[config.mk]
export PLATFORM = sky130hd
export DESIGN_NAME = mac_srst_seq
export DESIGN_NICKNAME = d
export VERILOG_FILES = /design/src/rtl/mac_srst_pkg.sv /design/src/rtl/mac_srst_regs.sv /design/src/rtl/mac_srst_pulse.sv /design/src/rtl/mac_srst_fsm.sv /design/src/rtl/mac_srst_seq.sv
export SDC_FILE = /design/constraint.sdc
export NUM_CORES = 1
export LEC_CHECK = 0
export BUFFER_PORTS_ARGS = -buffer_cell sky130_fd_sc_hd__buf_2
export CORE_ASPECT_RATIO = 0.9
export CORE_UTILIZATION = 54
export DETAILED_ROUTE_END_ITERATION = 8
export PLACE_DENSITY_LB_ADDON = 0.3
export SLEW_MARGIN = 20
export SYNTH_ARGS = -nofsm -noshare
export SYNTH_HDL_FRONTEND = slang
export SYNTH_SLANG_ARGS = --single-unit
[constraint.sdc]
create_clock -name clk -period 4.8 [get_ports clk]
set_input_delay 0.48 -clock clk [delete_from_list [all_inputs] [get_ports clk]]
set_output_delay 0.48 -clock clk [all_outputs]
set_load 0.005 [all_outputs]
[src/rtl/mac_srst_pkg.sv]
package mac_srst_pkg;

  typedef enum logic [1:0] {
    SEQ_IDLE  = 2'd0,
    SEQ_STOP  = 2'd1,
    SEQ_CLEAR = 2'd2,
    SEQ_FIFO  = 2'd3
  } seq_state_t;

  // The stop phase ends in a cycle where both paths are idle, or in the
  // last cycle the timeout allows.
  function automatic logic stop_finished(input logic rx_idle, input logic tx_idle,
                                         input int waited, input int limit);
    return (rx_idle && tx_idle) || (waited + 1 >= limit);
  endfunction

  // Busy cycles of a whole sequence: the stop phase, one clear cycle and the
  // FIFO reset window.
  function automatic int busy_cycles(input int stop_cycles, input int pulse_cycles);
    return stop_cycles + 1 + pulse_cycles;
  endfunction

endpackage

[src/rtl/mac_srst_regs.sv]
module mac_srst_regs #(
  parameter int DATA_W  = 8,
  parameter int RST_BIT = 3
) (
  input  logic              clk,
  input  logic              rst_n,
  input  logic              cfg_wr,
  input  logic [DATA_W-1:0] cfg_wdata,
  input  logic              busy,
  output logic              start,
  output logic              tx_en,
  output logic              rx_en,
  output logic [DATA_W-1:0] cfg_rdata
);
  localparam int TX_BIT = 0;
  localparam int RX_BIT = 1;

  logic load_en;
  logic unused_wdata;

  assign start        = cfg_wr && cfg_wdata[RST_BIT] && !busy;
  assign load_en      = cfg_wr && !cfg_wdata[RST_BIT] && !busy;
  assign unused_wdata = ^cfg_wdata;

  always_ff @(posedge clk) begin
    if (!rst_n) begin
      tx_en <= 1'b0;
      rx_en <= 1'b0;
    end else if (start) begin
      tx_en <= 1'b0;
      rx_en <= 1'b0;
    end else if (load_en) begin
      tx_en <= cfg_wdata[TX_BIT];
      rx_en <= cfg_wdata[RX_BIT];
    end
  end

  for (genvar b = 0; b < DATA_W; b++) begin : g_rd
    if (b == TX_BIT) begin : g_tx
      assign cfg_rdata[b] = tx_en;
    end else if (b == RX_BIT) begin : g_rx
      assign cfg_rdata[b] = rx_en;
    end else if (b == RST_BIT) begin : g_rst
      assign cfg_rdata[b] = busy;
    end else begin : g_zero
      assign cfg_rdata[b] = 1'b0;
    end
  end

  AST_ENABLES_LOW_IN_SEQ: assert property (@(posedge clk) disable iff (!rst_n)
    busy |-> (!tx_en && !rx_en));
  AST_WRITE_LOCKED: assert property (@(posedge clk) disable iff (!rst_n)
    (busy && cfg_wr) |=> (!tx_en && !rx_en));
  AST_WRITE_LOADS: assert property (@(posedge clk) disable iff (!rst_n)
    (cfg_wr && !busy && !cfg_wdata[RST_BIT]) |=>
      (tx_en == $past(cfg_wdata[TX_BIT]) && rx_en == $past(cfg_wdata[RX_BIT])));

endmodule

[src/rtl/mac_srst_pulse.sv]
module mac_srst_pulse #(
  parameter int PULSE_CYCLES = 4,
  parameter int NUM_OUTS     = 2
) (
  input  logic                clk,
  input  logic                rst_n,
  input  logic                go,
  output logic                active,
  output logic                last,
  output logic [NUM_OUTS-1:0] rst_o
);
  localparam int W = $clog2(PULSE_CYCLES + 1);

  logic [W-1:0] remain;
  logic [W-1:0] run_len;

  always_ff @(posedge clk) begin
    if (!rst_n) begin
      remain <= '0;
    end else if (go) begin
      remain <= W'(PULSE_CYCLES);
    end else if (remain != '0) begin
      remain <= remain - 1'b1;
    end
  end

  assign active = (remain != '0);
  assign last   = (remain == W'(1));

  for (genvar g = 0; g < NUM_OUTS; g++) begin : g_out
    assign rst_o[g] = active;
  end

  // Measures each pulse so its width can be checked.
  always_ff @(posedge clk) begin
    if (!rst_n)      run_len <= '0;
    else if (active) run_len <= run_len + 1'b1;
    else             run_len <= '0;
  end

  AST_PULSE_AFTER_GO: assert property (@(posedge clk) disable iff (!rst_n)
    go |=> active);
  AST_PULSE_WIDTH: assert property (@(posedge clk) disable iff (!rst_n)
    $fell(active) |-> (run_len == W'(PULSE_CYCLES)));

endmodule

[src/rtl/mac_srst_fsm.sv]
module mac_srst_fsm
  import mac_srst_pkg::*;
#(
  parameter int STOP_TIMEOUT = 64,
  parameter int PULSE_CYCLES = 4
) (
  input  logic clk,
  input  logic rst_n,
  input  logic start,
  input  logic rx_idle,
  input  logic tx_idle,
  input  logic pulse_last,
  output logic busy,
  output logic stop_req,
  output logic clear_stb
);
  localparam int CNT_W = $clog2(STOP_TIMEOUT + 1);

  seq_state_t       state;
  logic [CNT_W-1:0] stop_cnt;
  logic             stop_done;
  logic [15:0]      seen_len;
  logic [15:0]      seen_stop;

  assign stop_done = stop_finished(rx_idle, tx_idle, int'(stop_cnt), STOP_TIMEOUT);

  always_ff @(posedge clk) begin
    if (!rst_n) begin
      state    <= SEQ_IDLE;
      stop_cnt <= '0;
    end else begin
      case (state)
        SEQ_IDLE: begin
          stop_cnt <= '0;
          if (start) state <= SEQ_STOP;
        end
        SEQ_STOP: begin
          if (stop_done) state <= SEQ_CLEAR;
          else           stop_cnt <= stop_cnt + 1'b1;
        end
        SEQ_CLEAR: state <= SEQ_FIFO;
        SEQ_FIFO:  if (pulse_last) state <= SEQ_IDLE;
        default:   state <= SEQ_IDLE;
      endcase
    end
  end

  assign busy      = (state != SEQ_IDLE);
  assign stop_req  = busy;
  assign clear_stb = (state == SEQ_CLEAR);

  // Counts the busy cycles and stop cycles of each sequence.
  always_ff @(posedge clk) begin
    if (!rst_n) begin
      seen_len  <= '0;
      seen_stop <= '0;
    end else if (busy) begin
      seen_len <= seen_len + 1'b1;
      if (state == SEQ_STOP) seen_stop <= seen_stop + 1'b1;
    end else begin
      seen_len  <= '0;
      seen_stop <= '0;
    end
  end

  AST_START_ACCEPT: assert property (@(posedge clk) disable iff (!rst_n)
    start |=> busy);
  AST_GRACEFUL_EXIT: assert property (@(posedge clk) disable iff (!rst_n)
    (state == SEQ_STOP && rx_idle && tx_idle) |=> clear_stb);
  AST_TIMEOUT_BOUND: assert property (@(posedge clk) disable iff (!rst_n)
    (state == SEQ_STOP) |-> (stop_cnt < CNT_W'(STOP_TIMEOUT)));
  AST_STROBE_ONCE: assert property (@(posedge clk) disable iff (!rst_n)
    clear_stb |=> !clear_stb);
  AST_SEQ_LENGTH: assert property (@(posedge clk) disable iff (!rst_n)
    $fell(busy) |-> (int'(seen_len) == busy_cycles(int'(seen_stop), PULSE_CYCLES)));

endmodule

[src/rtl/mac_srst_seq.sv]
module mac_srst_seq #(
  parameter int DATA_W       = 8,
  parameter int RST_BIT      = 3,
  parameter int STOP_TIMEOUT = 64,
  parameter int PULSE_CYCLES = 4
) (
  input  logic              clk,
  input  logic              rst_n,
  input  logic              cfg_wr,
  input  logic [DATA_W-1:0] cfg_wdata,
  output logic [DATA_W-1:0] cfg_rdata,
  input  logic              rx_idle,
  input  logic              tx_idle,
  output logic              rx_stop_req,
  output logic              tx_stop_req,
  output logic              tx_enable,
  output logic              rx_enable,
  output logic              pause_clr,
  output logic              credit_clr,
  output logic              rx_fifo_rst,
  output logic              tx_fifo_rst
);
  localparam int NUM_FIFOS = 2;

  logic                 start;
  logic                 busy;
  logic                 stop_req;
  logic                 clear_stb;
  logic                 pulse_active;
  logic                 pulse_last;
  logic [NUM_FIFOS-1:0] fifo_rst;

  mac_srst_regs #(.DATA_W(DATA_W), .RST_BIT(RST_BIT)) u_regs (
    .clk(clk), .rst_n(rst_n), .cfg_wr(cfg_wr), .cfg_wdata(cfg_wdata),
    .busy(busy), .start(start), .tx_en(tx_enable), .rx_en(rx_enable),
    .cfg_rdata(cfg_rdata)
  );

  mac_srst_fsm #(.STOP_TIMEOUT(STOP_TIMEOUT), .PULSE_CYCLES(PULSE_CYCLES)) u_fsm (
    .clk(clk), .rst_n(rst_n), .start(start), .rx_idle(rx_idle), .tx_idle(tx_idle),
    .pulse_last(pulse_last), .busy(busy), .stop_req(stop_req), .clear_stb(clear_stb)
  );

  mac_srst_pulse #(.PULSE_CYCLES(PULSE_CYCLES), .NUM_OUTS(NUM_FIFOS)) u_pulse (
    .clk(clk), .rst_n(rst_n), .go(clear_stb), .active(pulse_active),
    .last(pulse_last), .rst_o(fifo_rst)
  );

  assign rx_stop_req = stop_req;
  assign tx_stop_req = stop_req;
  assign pause_clr   = clear_stb;
  assign credit_clr  = clear_stb;
  assign rx_fifo_rst = fifo_rst[0];
  assign tx_fifo_rst = fifo_rst[1];

  AST_SELF_CLEAR: assert property (@(posedge clk) disable iff (!rst_n)
    $fell(cfg_rdata[RST_BIT]) |-> $past(pulse_active));
  AST_FIFO_ONLY_IN_SEQ: assert property (@(posedge clk) disable iff (!rst_n)
    (rx_fifo_rst || tx_fifo_rst) |-> cfg_rdata[RST_BIT]);
  AST_STOP_FOLLOWS_FIELD: assert property (@(posedge clk) disable iff (!rst_n)
    (rx_stop_req && tx_stop_req) == cfg_rdata[RST_BIT]);

endmodule

After elaboration in Yosys (flattened, before gate mapping)
Index checks and enable logic that the tools add are counted.

Register bits: 14. Bits in latches: 0. Memory bits (writable): 0. ROM bits: 0. Input bits: 13. Output and inout port bits: 16. Logic and storage cells: 44. Memories kept: 0.

Add/sub/neg operators: 3. $mul: 0. Div/mod/pow operators: 0. Order comparisons: 1. Equal/unequal tests: 8. Shifts and indexed selects: 0. Mux-type cells: 8. Bitwise gates (word level): 1. Reductions and logical operators: 17.

Operators with widths (number): 32-bit by 8-bit greater-or-equal comparator with 1-bit output (second input constant) (1); 7-bit one-hot mux with 2 select lines (1); 7-bit by 1-bit adder with 8-bit output (second input constant) (1); 2-bit one-hot mux with 4 select lines (1); 7-bit by 1-bit adder with 7-bit output (second input constant) (1); 7-bit two-way mux (1); 2-bit two-way mux (3); 3-bit two-way mux (2); 2-bit inequality test (second input constant) (3); 2-bit nonzero test (3); 1-bit logical AND (5); 2-bit equality test (second input constant) (2); 2-bit OR reduction (2); 3-bit by 1-bit equality test with 1-bit output (second input constant) (1); 3-bit AND reduction (1); 3-bit nonzero test (1); 3-bit by 1-bit subtractor with 3-bit output (second input constant) (1); 2-bit by 1-bit equality test with 1-bit output (second input constant) (1); 1-bit zero test (2); 2-bit zero test (1); 2-bit by 1-bit inequality test with 1-bit output (second input constant) (1); 2-bit AND reduction (1); 1-bit logical OR (1); 1-bit NOT (1).

Logic depth before layout (Yosys ltp)
Depth after elaboration: 5. Depth in mapped cells: 6. Depth with buffers taken out: 6.

Cells and area by module
Synthesis repeated with hierarchy kept, for this count alone.

Cells, all modules: 102. Area, all modules: 919.6 sq um.

By module, submodules not included: mac_srst_fsm (times used 1, cells an instance 59, area an instance 543.0 sq um, seq. area each 180.2 sq um); mac_srst_pulse (times used 1, cells an instance 21, area an instance 200.2 sq um, seq. area each 60.1 sq um); mac_srst_regs (times used 1, cells an instance 20, area an instance 161.4 sq um, seq. area each 40.0 sq um); mac_srst_seq (times used 1, cells an instance 2, area an instance 15.0 sq um, seq. area each 0.0 sq um).

Worst setup path after synthesis
No wires, ideal clock.

Kind: register -> register. From: register u_fsm.stop_cnt[0]. To: register u_fsm.stop_cnt[5]. Setup time: 0.083 ns. Data arrival time: 1.433 ns. Data required time: 4.717 ns. Path slack: 3.284 ns. Cell stages (with the launch flop): 6. Buffers on the path: 0. Clock period less this slack: 1.516 ns. Cell sequence: dfxtp_1 > ha_1 > nand3_4 > o2111ai_4 > or4_1 > o221ai_1.

Word-level cells in the longest chain between the ends: 5. Elaborated cells on any way between the ends: 8. Those cells by class: add/sub (2); order compare (1); eq/ne (1); mux (2); reduce/logical (2).

Ends and longest elaborated chain: from (decl) (RTL line mac_srst_fsm.sv:20) `logic [CNT_W-1:0] stop_cnt;`; from (signal assigned) (RTL line mac_srst_fsm.sv:39) `else stop_cnt <= stop_cnt + 1'b1;`; 7-bit by 1-bit adder with 8-bit output (RTL line mac_srst_pkg.sv:14) `return (rx_idle && tx_idle) || (waited + 1 >= limit);`; 32-bit by 8-bit greater-or-equal comparator with 1-bit output (RTL line mac_srst_pkg.sv:14); 1-bit logical OR (RTL line mac_srst_pkg.sv:14); 2-bit inequality test (no source line); 2-bit AND reduction (no source line).

Several ways; a longest one is shown, not always the timed one. The select of a mux whose other input is x is not followed. A chain may end at the register's enable or synchronous reset.

Worst setup path after layout
From: register u_pulse.remain[0]. To: output tx_fifo_rst.

Word-level cells in the longest chain between the ends: 1.

Ends and longest elaborated chain: from (decl) (RTL line mac_srst_pulse.sv:14) `logic [W-1:0] remain;`; from (signal assigned) (RTL line mac_srst_pulse.sv:21) `remain <= W'(PULSE_CYCLES);`; from (signal assigned) (RTL line mac_srst_pulse.sv:23) `remain <= remain - 1'b1;`; 3-bit nonzero test (RTL line mac_srst_pulse.sv:27) `assign active = (remain != '0);`; to (decl) (RTL line mac_srst_seq.sv:21) `output logic tx_fifo_rst`.

No other way between the ends.

==> impl_metrics.sql <==
INSERT INTO impl_metrics (metric_group, metric, value, unit) VALUES
('timing', 'slew_viol_final', '0', ''),
('clock_tree', 'clock-sinks', '14', ''),
('timing', 'finalSetupTns', '0', 'ns'),
('clock_tree', 'cts_made_buffers', '3', ''),
('die', 'number_of_top_level_pins', '29', ''),
('die', 'core', '1680', 'µm²'),
('place', 'placedCellCount', '144', ''),
('pwr', 'switchingPower', '0.000193', 'W'),
('die', 'die-area', '1980', 'µm²'),
('timing', 'finalCritPeriodShare', '35.7', '%'),
('synthesis', 'netlist-cell-type-count', '36', ''),
('synthesis', 'synth_top_cell_by_area', 'dfxtp_1', ''),
('global_routing', 'globalRoute.totalOverflow', '0', ''),
('place', 'post-dp-hpwl', '1490', 'µm'),
('critical_path', 'setup.worst_path.start', 'u_pulse.remain[0]', ''),
('critical_path', 'cp.arrival', '1.24', 'ns'),
('synthesis', 'async_flop_share', '0', '%'),
('die', 'starting_density_of_the_core', '58.1', '%'),
('synthesis', 'most_repeated_cell_in_the_gate_level_netlist_after_synthesis', 'dfxtp_1', ''),
('route', 'drt_iter0_markers', '12', ''),
('global_routing', 'initial_antenna_violation_count', '0', ''),
('timing', 'post-route-min-period', '1.72', 'ns'),
('place', 'gpl.final_weighted_congestion', '0.803', ''),
('die', 'die_y', '42.4', 'µm'),
('critical_path', 'critical_setup_path_class', 'flip-flop to primary output', ''),
('timing', 'report.final.hold_viol_count', '0', ''),
('global_routing', 'pin_count_of_the_biggest_net_entering_global_routing', '14', ''),
('pwr', 'ir_worst_vdd', '0.000289', 'V'),
('clock_tree', 'cts.clk_slew.worst_paths', '0.07', 'ns'),
('pwr', 'seq_power_share', '34.0', '%'),
('pwr', 'p_int', '0.000275', 'W'),
('global_routing', 'via_count_of_the_first_global_routing_pass', '776', ''),
('synthesis', 'ys_seq_area_share', '28.7', '%'),
('critical_path', 'worst_ep_required_time', '4.32', 'ns'),
('route', 'post-route-drc-count', '0', ''),
('synthesis', 'netlist_top_cells_count', '14 x dfxtp_1, 11 x buf_4, 11 x nand2_1, 9 x inv_1, 8 x ha_1', ''),
('clock_tree', 'clock_tree.root_cell', 'clkbuf_4', ''),
('timing', 'setup_repair_after_global_routing_missed_its_margin', 'no', ''),
('synthesis', 'post-synth-top-area-fraction', '28.7', '%'),
('synthesis', 'synth_ff_type', 'dfxtp_1', ''),
('hold_path', 'min-delay-start', 'u_fsm.stop_cnt[0]', ''),
('clock_tree', 'post_cts_buffers', '0', ''),
('critical_path', 'worst-path-max-fanout', '5', ''),
('place', 'port_buffers', '18', ''),
('cells_and_area', 'drive_gt1_share', '22.8', '%'),
('cells_and_area', 'layout.nets', '146', ''),
('cells_and_area', 'final-instance-count-excl-fill', '147', ''),
('global_routing', 'grt_first_pass_wirelength', '3240', 'µm'),
('clock_tree', 'clock_tree_from_tritoncts', 'yes', ''),
('synthesis', 'number_of_enable_flip_flop_cells_after_synthesis', '0', ''),
('critical_path', 'worstReg2RegStart', 'u_fsm.stop_cnt[0]', ''),
('die', 'die-width', '46.8', 'µm'),
('timing', 'max_clock_freq', '583', 'MHz'),
('route', 'via_per_inst', '5.62', ''),
('timing', 'finalSetupViolations', '0', ''),
('job', 'max-cap-violations', '0', ''),
('synthesis', 'synthCells', '110', ''),
('hold_path', 'timing.hold.worst.class', 'flip-flop to flip-flop', ''),
('synthesis', 'ys_top_cells_by_area', 'dfxtp_1 29%, ha_1 10%, buf_4 8.5%', ''),
('route', 'amount_of_wire_on_met2_after_detailed_routing', '925', 'µm'),
('critical_path', 'r2r_slack', '3.12', 'ns'),
('synthesis', 'netlist_area', '977', 'µm²'),
('pwr', 'clock_power_share', '14.0', '%'),
('route', 'wirelength_met1', '857', 'µm'),
('global_routing', 'grt_use_total', '22.9', '%'),
('synthesis', 'yosysWarnings', '0', ''),
('route', 'routedWlPerCell', '12.9', 'µm'),
('pwr', 'post-layout-total-power', '0.000467', 'W'),
('status', 'outcome', 'completed', ''),
('timing', 'fin_hold_ws', '0.507', 'ns'),
('route', 'post_route_antenna_net_violation_count', '0', '');
==> sequential cells by signal, indices dropped and copies added (netlist names) <==
register and flops:
u_fsm.stop_cnt 7, u_pulse.remain 3, u_fsm.state 2, u_regs.rx_en 1, u_regs.tx_en 1
==> kinds of logic (layout without fill, tap and decap cells) <==
logic type | after synthesis | count (layout) | synth area share (%)
simple gates | 37 | 37 | 22.7
compound gates | 25 | 25 | 21.0
buf+inv | 22 | 31 | 14.1
flops | 14 | 14 | 28.7
fa+ha+maj | 8 | 8 | 10.2
mux | 2 | 2 | 2.05
other cells | 1 | 5 | 0.384
xor+xnor | 1 | 1 | 0.896
==> power groups by stage <==
stage          sequential (W)  combinational, W  clock [W]
2_1_floorplan        0.000157          0.000203          0
3_3_place_gp         0.000160          0.000236          0
3_5_place_dp         0.000162          0.000244          0
4_1_cts              0.000159          0.000244  0.0000674
5_1_grt              0.000163          0.000275  0.0000726
6_report             0.000159          0.000243  0.0000654
==> stage by stage <==
stage	setup slack, ns	util [%]	instance area (µm²)
floorplan	3.28	-	992
global placement	3.16	61.0	1030
detailed placement	3.14	61.0	1030
CTS	3.07	62.4	1050
global route	2.96	62.4	1050
finish	3.08	62.4	1050
==> cell type report <==
type	instances	area (µm²)	area share (%)
Clock buffer	3	22.5	2.15
Inverter	10	51.3	4.89
Multi-Input combinational cell	78	574	54.8
Sequential cell	14	280	26.7
Tap cell	24	30.0	2.86
Timing Repair Buffer	18	90.1	8.59
==> metal layers <==
| layer | GRT usage (%) | vias to the layer above |
|---|---|---|
| li1 | - | 411 |
| met2 | 37.8 | 21 |
| met4 | 6.86 | 0 |
| met3 | 7.76 | 2 |
| met5 | 0 | - |
| met1 | 27.3 | 392 |
==> worst paths after layout <==
path / endpoint / cells after the start
worst min-delay path: u_fsm.stop_cnt[0] / 2
worst max-delay path: tx_fifo_rst / 4
worst min register to register: u_fsm.stop_cnt[0] / 2
worst max register to register: u_fsm.stop_cnt[3] / 5
==> worst max-delay path, stage by stage, from the launching register on <==
cell and delay, ns:
dfxtp_1 0.37, inv_1 0.08, ha_1 0.21, nand2b_1 0.15
buf_2 0.14
==> placed cells by master (no fill, tap or decap), types with 2 or more instances in the layout <==
master and n:
clkbuf_4 3, inv_1 9, o2111ai_1 4, a21oi_1 5, nor3b_1 2, buf_2 18, mux2i_1 2, nor3_1 3
a31oi_1 2, dfxtp_1 14, nand3_1 4, o221ai_1 3, nor2_1 3, o211ai_2 2, conb_1 5, ha_1 8
o211ai_1 2, or4_1 2, nand2_1 11, nand2b_1 5
Power figures use the tool's default switching activity.
